`config.mk`:
```
export PLATFORM = sky130hd
export DESIGN_NAME = xag_addr_gen
export DESIGN_NICKNAME = d
export VERILOG_FILES = /design/src/rtl/xag_pkg.sv /design/src/rtl/xag_mode_ctl.sv /design/src/rtl/xag_low_sel.sv /design/src/rtl/xag_high_sel.sv /design/src/rtl/xag_addr_gen.sv
export SDC_FILE = /design/constraint.sdc
export NUM_CORES = 1
export LEC_CHECK = 0
export CAP_MARGIN = 20
export CORE_AREA = 2 2 85 87
export DETAILED_ROUTE_END_ITERATION = 10
export DIE_AREA = 0 0 87 89
export PLACE_DENSITY = 0.76
export RECOVER_POWER = 50
export SLEW_MARGIN = 20
export SYNTH_ARGS = -nofsm -noshare
export SYNTH_HDL_FRONTEND = slang
export SYNTH_HIERARCHICAL = 1
export SYNTH_SLANG_ARGS = --single-unit
```
`constraint.sdc`:
```
create_clock -name clk -period 1.7 [get_ports clk]
set_input_delay 0.255 -clock clk [delete_from_list [all_inputs] [get_ports clk]]
set_output_delay 0.255 -clock clk [all_outputs]
set_load 0.05 [all_outputs]
```
`src/rtl/xag_pkg.sv`:
```
package xag_pkg;
    localparam int XA_BYTE_W  = 8;
    localparam int XA_PTR_W   = 16;
    localparam int XA_PC_W    = 22;
    localparam int XA_MODE_W  = 2;
    localparam int XA_SRC_W   = 3;
    localparam int XA_ADDR_W  = XA_PTR_W + XA_BYTE_W;
    localparam int XA_SRAM_BIT = XA_PC_W;
    localparam int XA_PC_HI_W = XA_PC_W - XA_PTR_W;

    typedef enum logic [XA_MODE_W-1:0] {
        MODE_NARROW = 2'b00,
        MODE_PAGED  = 2'b01,
        MODE_FLAT   = 2'b10,
        MODE_RSVD   = 2'b11
    } xmode_e;

    typedef enum logic [XA_SRC_W-1:0] {
        SRC_DP0   = 3'd0,
        SRC_DP1   = 3'd1,
        SRC_IND   = 3'd2,
        SRC_FETCH = 3'd3,
        SRC_STACK = 3'd4,
        SRC_VEC   = 3'd5,
        SRC_NONE6 = 3'd6,
        SRC_NONE7 = 3'd7
    } xsrc_e;

    typedef struct packed {
        logic [XA_PTR_W-1:0]  dp0;
        logic [XA_PTR_W-1:0]  dp1;
        logic [XA_BYTE_W-1:0] ind;
        logic [XA_BYTE_W-1:0] ind_hi;
        logic [XA_PC_W-1:0]   pc;
        logic [XA_BYTE_W-1:0] sp;
        logic [XA_BYTE_W-1:0] vec;
    } xptr_t;

    typedef struct packed {
        logic [XA_BYTE_W-1:0] dp0_x;
        logic [XA_BYTE_W-1:0] dp1_x;
        logic [XA_BYTE_W-1:0] ind_x;
        logic [XA_BYTE_W-1:0] page;
        logic [XA_BYTE_W-1:0] sp_x;
    } xext_t;

    typedef struct packed {
        logic wide;
        logic paged;
        logic flat;
    } xmdec_t;

    function automatic xmdec_t decode_mode(input xmode_e m);
        xmdec_t d;
        d.paged = (m == MODE_PAGED);
        d.flat  = (m == MODE_FLAT);
        d.wide  = d.paged | d.flat;
        return d;
    endfunction
endpackage

```
`src/rtl/xag_mode_ctl.sv`:
```
module xag_mode_ctl
    import xag_pkg::*;
(
    input  logic                 clk,
    input  logic                 rst,
    input  logic                 we,
    input  logic [XA_MODE_W-1:0] wdata,
    output xmode_e               mode_q,
    output xmdec_t               mdec
);
    always_ff @(posedge clk) begin
        if (rst)
            mode_q <= MODE_NARROW;
        else if (we)
            mode_q <= xmode_e'(wdata);
    end

    assign mdec = decode_mode(mode_q);

    AST_MODE_RESET: assert property (@(posedge clk) rst |=> (mode_q == MODE_NARROW));
    AST_MODE_HOLD: assert property (@(posedge clk) disable iff (rst)
        !we |=> $stable(mode_q));
    AST_MODE_LOAD: assert property (@(posedge clk) disable iff (rst)
        we |=> (mode_q == $past(wdata)));
endmodule

```
`src/rtl/xag_low_sel.sv`:
```
module xag_low_sel
    import xag_pkg::*;
(
    input  xsrc_e               src,
    input  xptr_t               ptr,
    input  logic [XA_BYTE_W-1:0] sp_x,
    input  logic                stack10,
    output logic [XA_PTR_W-1:0] low
);
    localparam int HB = XA_PTR_W - XA_BYTE_W;

    always_comb begin
        low = '0;
        unique case (src)
            SRC_DP0:   low = ptr.dp0;
            SRC_DP1:   low = ptr.dp1;
            SRC_IND:   low = {ptr.ind_hi, ptr.ind};
            SRC_FETCH: low = ptr.pc[XA_PTR_W-1:0];
            SRC_STACK: low = {(stack10 ? sp_x : {HB{1'b0}}), ptr.sp};
            SRC_VEC:   low = {{HB{1'b0}}, ptr.vec};
            default:   low = '0;
        endcase
    end
endmodule

```
`src/rtl/xag_high_sel.sv`:
```
module xag_high_sel
    import xag_pkg::*;
(
    input  xsrc_e                   src,
    input  xmdec_t                  mdec,
    input  xext_t                   ext,
    input  logic [XA_PC_HI_W-1:0]   pc_hi,
    output logic [XA_BYTE_W-1:0]    high
);
    localparam int PAD = XA_BYTE_W - XA_PC_HI_W;

    always_comb begin
        high = '0;
        if (mdec.wide) begin
            unique case (src)
                SRC_DP0:   high = ext.dp0_x;
                SRC_DP1:   high = ext.dp1_x;
                SRC_IND:   high = ext.ind_x;
                SRC_FETCH: high = mdec.flat ? {{PAD{1'b0}}, pc_hi} : ext.page;
                default:   high = '0;
            endcase
        end
    end
endmodule

```
`src/rtl/xag_addr_gen.sv`:
```
module xag_addr_gen
    import xag_pkg::*;
(
    input  logic                 clk,
    input  logic                 rst,
    input  logic                 mode_we,
    input  logic [1:0]           mode_wdata,
    input  logic                 stack10_en,
    input  logic                 req_valid,
    input  logic [2:0]           req_src,
    input  logic [15:0]          dptr0,
    input  logic [15:0]          dptr1,
    input  logic [7:0]           ri,
    input  logic [7:0]           p2,
    input  logic [21:0]          pc,
    input  logic [7:0]           sp,
    input  logic [7:0]           vec_lo,
    input  logic [7:0]           dpx0,
    input  logic [7:0]           dpx1,
    input  logic [7:0]           mxext,
    input  logic [7:0]           apage,
    input  logic [7:0]           esp,
    output logic                 addr_valid,
    output logic [23:0]          addr_out,
    output logic                 sram_sel
);
    xmode_e                 mode_q;
    xmdec_t                 mdec;
    xptr_t                  ptr;
    xext_t                  ext;
    xsrc_e                  src;
    logic [XA_PTR_W-1:0]    low;
    logic [XA_BYTE_W-1:0]   high;
    logic [XA_ADDR_W-1:0]   nxt;
    logic                   wide_q;

    assign src = xsrc_e'(req_src);
    assign ptr = '{dp0: dptr0, dp1: dptr1, ind: ri, ind_hi: p2, pc: pc, sp: sp, vec: vec_lo};
    assign ext = '{dp0_x: dpx0, dp1_x: dpx1, ind_x: mxext, page: apage, sp_x: esp};

    xag_mode_ctl i_mode (
        .clk(clk), .rst(rst), .we(mode_we), .wdata(mode_wdata),
        .mode_q(mode_q), .mdec(mdec)
    );

    xag_low_sel i_low (
        .src(src), .ptr(ptr), .sp_x(esp), .stack10(stack10_en), .low(low)
    );

    xag_high_sel i_high (
        .src(src), .mdec(mdec), .ext(ext),
        .pc_hi(pc[XA_PC_W-1:XA_PTR_W]), .high(high)
    );

    assign nxt = {high, low};

    always_ff @(posedge clk) begin
        if (rst) begin
            addr_valid <= 1'b0;
            addr_out   <= '0;
            sram_sel   <= 1'b0;
            wide_q     <= 1'b0;
        end else begin
            addr_valid <= req_valid;
            addr_out   <= req_valid ? nxt : '0;
            sram_sel   <= req_valid & nxt[XA_SRAM_BIT];
            wide_q     <= mdec.wide;
        end
    end

    AST_NARROW_HI_ZERO: assert property (@(posedge clk) disable iff (rst)
        (addr_valid && !wide_q) |-> (addr_out[23:16] == 8'h00));
    AST_REQ_LATENCY: assert property (@(posedge clk) disable iff (rst)
        req_valid |=> addr_valid);
    AST_IDLE_ZERO: assert property (@(posedge clk) disable iff (rst)
        !req_valid |=> (!addr_valid && addr_out == '0));
    AST_SRAM_FLAG: assert property (@(posedge clk) disable iff (rst)
        sram_sel |-> (addr_valid && addr_out[XA_SRAM_BIT]));
    AST_SRAM_MISS: assert property (@(posedge clk) disable iff (rst)
        (addr_valid && !addr_out[XA_SRAM_BIT]) |-> !sram_sel);
    AST_VEC_PAGE0: assert property (@(posedge clk) disable iff (rst)
        (req_valid && req_src == 3'd5) |=> (addr_out[23:8] == 16'h0000));
    AST_FLAT_FETCH_TOP: assert property (@(posedge clk) disable iff (rst)
        (req_valid && req_src == 3'd3 && mode_q == MODE_FLAT && !mode_we)
        |=> (addr_out[23:22] == 2'b00));
    AST_UNUSED_SRC: assert property (@(posedge clk) disable iff (rst)
        (req_valid && req_src[2:1] == 2'b11) |=> (addr_out == '0));
endmodule

```
==> metrics.cfg, run 1 <==
[logic_synthesis]
ys_warn_count=6
synthCells=174
synth_area_um2=1988
synthesis.nets=311
syn_avg_cell_area_um2=11.43

[place]
routabilityCongestion=0.8418
dpl.hpwl_um=6295
port_buffers=161
place_ws_ns=-0.1513

[worst_setup_path]
startpoint_type=flip-flop
cp_slowest_cell=mux4_2
slowest_delay_ns=0.46
critPathRequiredTime_ns=1.87
path_cells=inv_2 -> ha_4 -> mux2_4 -> mux4_2 -> and2_1 -> and3b_2
path_max_fanout=7
r2r_slack_ns=-0.09
arrival_ns=1.96
cp-end-kind=flip-flop
critPathKind=flip-flop to flip-flop

[floorplan]
coreArea_um2=6719
num_rows=30
die_height_um=89
start_util_pct=29.59
die_w_um=87
io_pins=162
die-area_um2=7743

[routing]
via_count=2011
wl_per_cell_um=17.92
routed_wl_um=7528
viasPerCell=4.788
drc_errors=0
drt_iter0_drc=95
dr.pass1.iters=4
antenna_left=0

[clock_tree]
cts_sinks=28
tritoncts=built
clkTransAtPathRegs_ns=0.09
clock-root-buffer=clkbuf_8
cts_buffers=3
cts_hold_buf=0
insertion_delay_ns=0.27
cts_buffer_depth=2
htree_levels=1

[status]
violations=setup timing
outcome=finished with violations

[grt]
overflow=0
grt_usage_pct=18.30
grt_pass1_vias=2014
grt_pass1_wl_um=10820
grt_max_degree=29
antenna_found_initial=0

[timing]
final_max_slew_viol_count=0
fin_crit_ns=1.791
skew_ns=0.002300
rsz0062_at_grt=yes
slew_headroom_pct=55.32
fmax_mhz=558.3
setup_tns_ns=-0.5427
setup_ws_ns=-0.09125
setup_violations=9
finalHoldViolations=0
min_period_over_period_pct=105.4
tightestPinTransition_ns=0.6731

[pwr]
total_leakage_power_uw=0.001530
power_density_nw_per_um2=488.1
ir_drop_mv=0.2280

[layout]
final_core_util_pct=55.01
drive_above_1_share_pct=20.29
nets=479
antenna_cells=0
syn_to_final_growth_pct=85.90

[flow_run]
maxCapViolCount=0

[worst_hold_path]
hp-class=flip-flop to flip-flop

==> cell usage in the layout (no fill, tap or decap), types with 3 or more instances in the layout <==
cell type,instances
mux2i_1,8
buf_12,4
nor2b_1,6
clkbuf_8,3
dfxtp_1,26
buf_4,15
and3b_2,4
clkdlybuf4s50_1,139
nor3b_1,3
a21oi_1,5
o22ai_1,3
nor2_1,5
nand2_1,5
and2_4,4
a22o_1,8
mux2_2,11
a22oi_1,3
and2_1,4
mux2_4,6
and3b_1,21
clkbuf_1,19
mux4_2,15
==> report_power, final <==
group	total, uW	internal [uW]	switching, uW
clock	350	159	191
combinational	767	494	273
sequential	687	679	7.92
==> path summary, 6_finish.rpt <==
kind | start | cells after the start | endpoint
hold reg to reg | i_mode/mode_q[0]$_SDFFE_PP0P_ | 2 | i_mode/mode_q[0]$_SDFFE_PP0P_
hold / removal | i_mode/mode_q[0]$_SDFFE_PP0P_ | 2 | i_mode/mode_q[0]$_SDFFE_PP0P_
setup reg to reg | i_mode/mode_q[0]$_SDFFE_PP0P_ | 6 | addr_out[21]$_SDFF_PP0_
setup / recovery | i_mode/mode_q[0]$_SDFFE_PP0P_ | 6 | addr_out[21]$_SDFF_PP0_
==> worst max-delay path: cells and delay by family (launching register included) <==
family | cells | cell delay [ns]
AND/OR/NAND/NOR | 2 | 0.32
multiplexers | 2 | 0.77
flip-flops | 1 | 0.34
buffers and inverters | 1 | 0.06
adder cells (fa/ha/maj) | 1 | 0.20
==> cell type report <==
| cell class | count | area (um^2) |
|---|---|---|
| Inverter | 3 | 11.26 |
| Sequential cell | 28 | 563.0 |
| Fill cell | 590 | 3023 |
| Tap cell | 80 | 100.1 |
| Timing Repair Buffer | 181 | 1687 |
| Multi-Input combinational cell | 125 | 1294 |
| Clock buffer | 3 | 41.29 |
==> state kept, by name (all words and copies together), names as in the netlist <==
name           count
addr_out          24
sram_sel           1
i_mode/mode_q      2
addr_valid         1
==> through the flow <==
step	power (uW)	std cells	hold slack, ns	area [um^2]
after global routing	1891	420	0.5486	3696
after global placement	1464	415	0.4849	3700
after CTS	1824	419	0.5277	3749
after detailed placement	1474	415	0.4934	3700
after floorplan	1054	174	0.3200	2003
final	1804	420	0.5316	3696
==> layer usage <==
| metal | vias to the layer above | part of all wire, % | track usage [%] | wire (um) |
|---|---|---|---|---|
| li1 | 1001 | - | - | - |
| met5 | - | 0 | 0 | 0 |
| met3 | 12 | 4.8 | 3.139 | 360 |
| met1 | 938 | 42 | 23.67 | 3144 |
| met4 | 0 | 2.3 | 6.676 | 176 |
| met2 | 60 | 51 | 30.74 | 3847 |
==> repair_timing <==
action,CTS,global route
resized for setup,0,5
endpoints found under the setup margin,6,9
pin swaps,2,1
setup buffers,1,1
No activity file was read; power rests on OpenSTA's default activity.
==> run 2: changes to the inputs <==
CAP_MARGIN = 15   (was 20)
==> results of run 2 <==
Same layout as run 1: the final DEF is identical, and so are final timing and power.
==> run 3: changes to the inputs <==
CORE_AREA = 3 3 85 87   (was 2 2 85 87)
DIE_AREA = 0 0 88 90   (was 0 0 87 89)
SETUP_SLACK_MARGIN = 0.4   (was not set)
SYNTH_HIERARCHICAL = not set   (was 1)
==> metrics.cfg, run 3 <==
[worst_setup_path]
path_max_fanout=1  ; -6
critPathBufInv=1  ; unchanged
r2r-end=addr_out[18]$_SDFF_PP0_
critPathRequiredTime_ns=1.44  ; -0.43 ns
r2r-start=i_mode.mode_q[0]$_SDFFE_PP0P_
cp_slowest_cell=clkbuf_1
crit_family=buffers and inverters
ff2ff_path_depth=5  ; -1
r2r_slack_ns=0.49  ; +0.58 ns
slowest_delay_ns=0.50  ; +0.04 ns
cp-end-kind=output pin
critPathKind=flip-flop to output pin
path_cells=clkbuf_1
startpoint_type=flip-flop
arrival_ns=1.11  ; -0.85 ns

[worst_hold_path]
min_to=i_mode.mode_q[0]$_SDFFE_PP0P_
min_from=i_mode.mode_q[0]$_SDFFE_PP0P_
whs_path_depth=2  ; unchanged
hp-class=flip-flop to flip-flop

[routing]
wl_per_cell_um=15.80  ; -12%
drt_iter0_drc=39  ; -59%
routed_wl_um=7080  ; -6.0%
antenna_left=0  ; unchanged
viasPerCell=4.826  ; +0.79%
via_count=2162  ; +7.5%
drc_errors=0  ; unchanged
dr.pass1.iters=4  ; unchanged

[layout]
largestRegisters=addr_out: 24 flops, i_mode.mode_q: 2 flops
largest_register=addr_out
layout_common_cells=130 x clkdlybuf4s50_1, 28 x dfxtp_1, 27 x mux2i_1
n_fill_cell=613  ; +3.9%
multi_input_area_um2=1220  ; -5.7%
nets=509  ; +6.3%
final_common_cell=clkdlybuf4s50_1
syn_to_final_growth_pct=90.87
regArea_um2=560.5  ; -0.44%
fin_cells=448  ; +6.7%
drive_above_1_share_pct=14.56  ; -5.7 points
largest_register_ff_count=24  ; unchanged
antenna_cells=0  ; unchanged

[clock_tree]
cts_hold_buf=0  ; unchanged
htree_levels=1  ; unchanged
insertion_delay_ns=0.27  ; about the same
cts_buffers=3  ; unchanged
cts_buffer_depth=2  ; unchanged
clock-root-buffer=clkbuf_8
clkTransAtPathRegs_ns=0.10  ; about the same
tritoncts=built
cts_sinks=28  ; unchanged

[place]
dpl.hpwl_um=5857  ; -7.0%
place_ws_ns=-0.05068  ; +0.1006 ns
routabilityCongestion=0.8331  ; -1.0%
dp.cells=442  ; +6.5%
port_buffers=161  ; unchanged

[logic_synthesis]
synth_top_area_cell=dfxtp_1
async_reset_ff_share_pct=0
synth_cell_types=30
ys_warn_count=0  ; -6
synth_most_common_cell=dfxtp_1
synthFlopType=dfxtp_1
synth-edff-count=0
synthesis.nets=344  ; +11%
ys_seq_area_share_pct=29.85
ys_ff_latch=28
synth_area_um2=1878  ; -5.5%
synth.area.top_cells=dfxtp_1 30%, mux2i_1 14%, mux2_2 7.2%, a21oi_1 5.9%, nand2_1 4.0%
syn_avg_cell_area_um2=9.073  ; -21%
yosys-top-cells-count=28 x dfxtp_1, 27 x mux2i_1, 22 x a21oi_1, 20 x nand2_1, 19 x nor2_1
yosysTopAreaCellShare_pct=29.85
synthCells=207  ; +19%

[floorplan]
coreArea_um2=6422  ; -4.4%
die-area_um2=7920  ; +2.3%
io_pins=162  ; unchanged
die_w_um=88  ; +1.1%
start_util_pct=29.24  ; -0.35 points
die_height_um=90  ; +1.1%
num_rows=29  ; -3.3%

[pwr]
total_leakage_power_uw=0.001385  ; -9.5%
ir_drop_mv=0.2594  ; +14%
power_density_nw_per_um2=533.5  ; +9.3%

[timing]
setup_violations=0  ; -9
fin_crit_ns=1.362  ; -0.4294 ns
tightestPinTransition_ns=0.6658  ; -0.007293 ns
min_period_over_period_pct=80.11  ; -25 points
slew_headroom_pct=55.80  ; +0.48 points
skew_ns=0.005348  ; +0.003048 ns
setup_ws_ns=0.3382  ; +0.4294 ns
fmax_mhz=734.3  ; +32%
finalHoldViolations=0  ; unchanged
rsz0062_at_grt=yes
final_max_slew_viol_count=0  ; unchanged
setup_tns_ns=0  ; +0.5427 ns

[status]
outcome=complete, no violations

[grt]
grt_pass1_vias=2258  ; +12%
grt_usage_pct=17.42  ; -0.88 points
antenna_found_initial=0  ; unchanged
overflow=0  ; unchanged
grt_max_degree=32  ; +10%
grt_pass1_wl_um=11010  ; +1.7%

[flow_run]
maxCapViolCount=0  ; unchanged

==> run 3: how the worst max path moves through the flow <==
stage,startpoint,end,slack [ns],cells past startpoint
global placement,req_src[2],addr_out[10]$_SDFF_PP0_,-0.03,5
CTS,addr_out[22]$_SDFF_PP0_,addr_out[22],0.28,1
floorplan,i_mode.mode_q[0]$_SDFFE_PP0P_,addr_out[16]$_SDFF_PP0_,0.41,6
finish,addr_out[7]$_SDFF_PP0_,addr_out[7],0.34,1
global route,addr_out[7]$_SDFF_PP0_,addr_out[7],0.28,1
detailed placement,req_src[2],addr_out[9]$_SDFF_PP0_,-0.05,5
==> run 3: routing by layer <==
layer  vias to the layer above  share of wire (%)  GRT usage [%]
met4                         0               0.95          4.348
met1                      1002                 38          19.75
met3                         4                5.4          2.559
li1                       1083                  -              -
met2                        73                 55          32.98
met5                         -                  0              0
==> run 3: final cells by class <==
type | instances | area share [%]
Timing Repair Buffer | 177 | 45.44
Multi-Input combinational cell | 160 | 34.03
Sequential cell | 28 | 15.64
Tap cell | 77 | 2.688
Clock buffer | 3 | 1.152
Clock inverter | 1 | 0.8377
Inverter | 2 | 0.2094
==> run 3: per-stage QoR <==
stage	hold WS (ns)	utilization [%]	power [uW]	instance area, um^2
3_5_place_dp	0.5026	55.35	1403	3555
6_report	0.5159	55.82	1912	3585
5_1_grt	0.5348	55.82	2008	3585
2_1_floorplan	0.3274	-	1004	1878
4_1_cts	0.5197	57.06	1943	3665
3_3_place_gp	0.4865	55.35	1393	3555
==> run 3: cells by family (layout without fill, tap and decap cells) <==
group,after synthesis,after routing,share of synthesized area [%]
AND/OR/NAND/NOR,63,63,16.79
AO/OA/AOI/OAI,51,51,18.25
multiplexers,45,45,27.58
flip-flops,28,28,29.85
buffers and inverters,19,183,6.862
adder cells (fa/ha/maj),1,1,0.6661
==> run 3: repair_timing <==
item / in CTS / in global routing
endpoints found under the hold margin: 0 / 0
pin swaps: 0 / 0
resized for setup: 18 / 4
buffers inserted: 1 / 0
cloned: 1 / 0
setup endpoints to repair: 25 / 10
==> run 3: power breakdown <==
| part | internal (uW) | total (uW) | leakage (uW) | switching (uW) |
|---|---|---|---|---|
| clock network | 315 | 528 | 0.0000357 | 213 |
| registers | 675 | 681 | 0.000228 | 5.93 |
| logic | 436 | 703 | 0.00112 | 267 |
| total | 1430 | 1910 | 0.00139 | 486 |
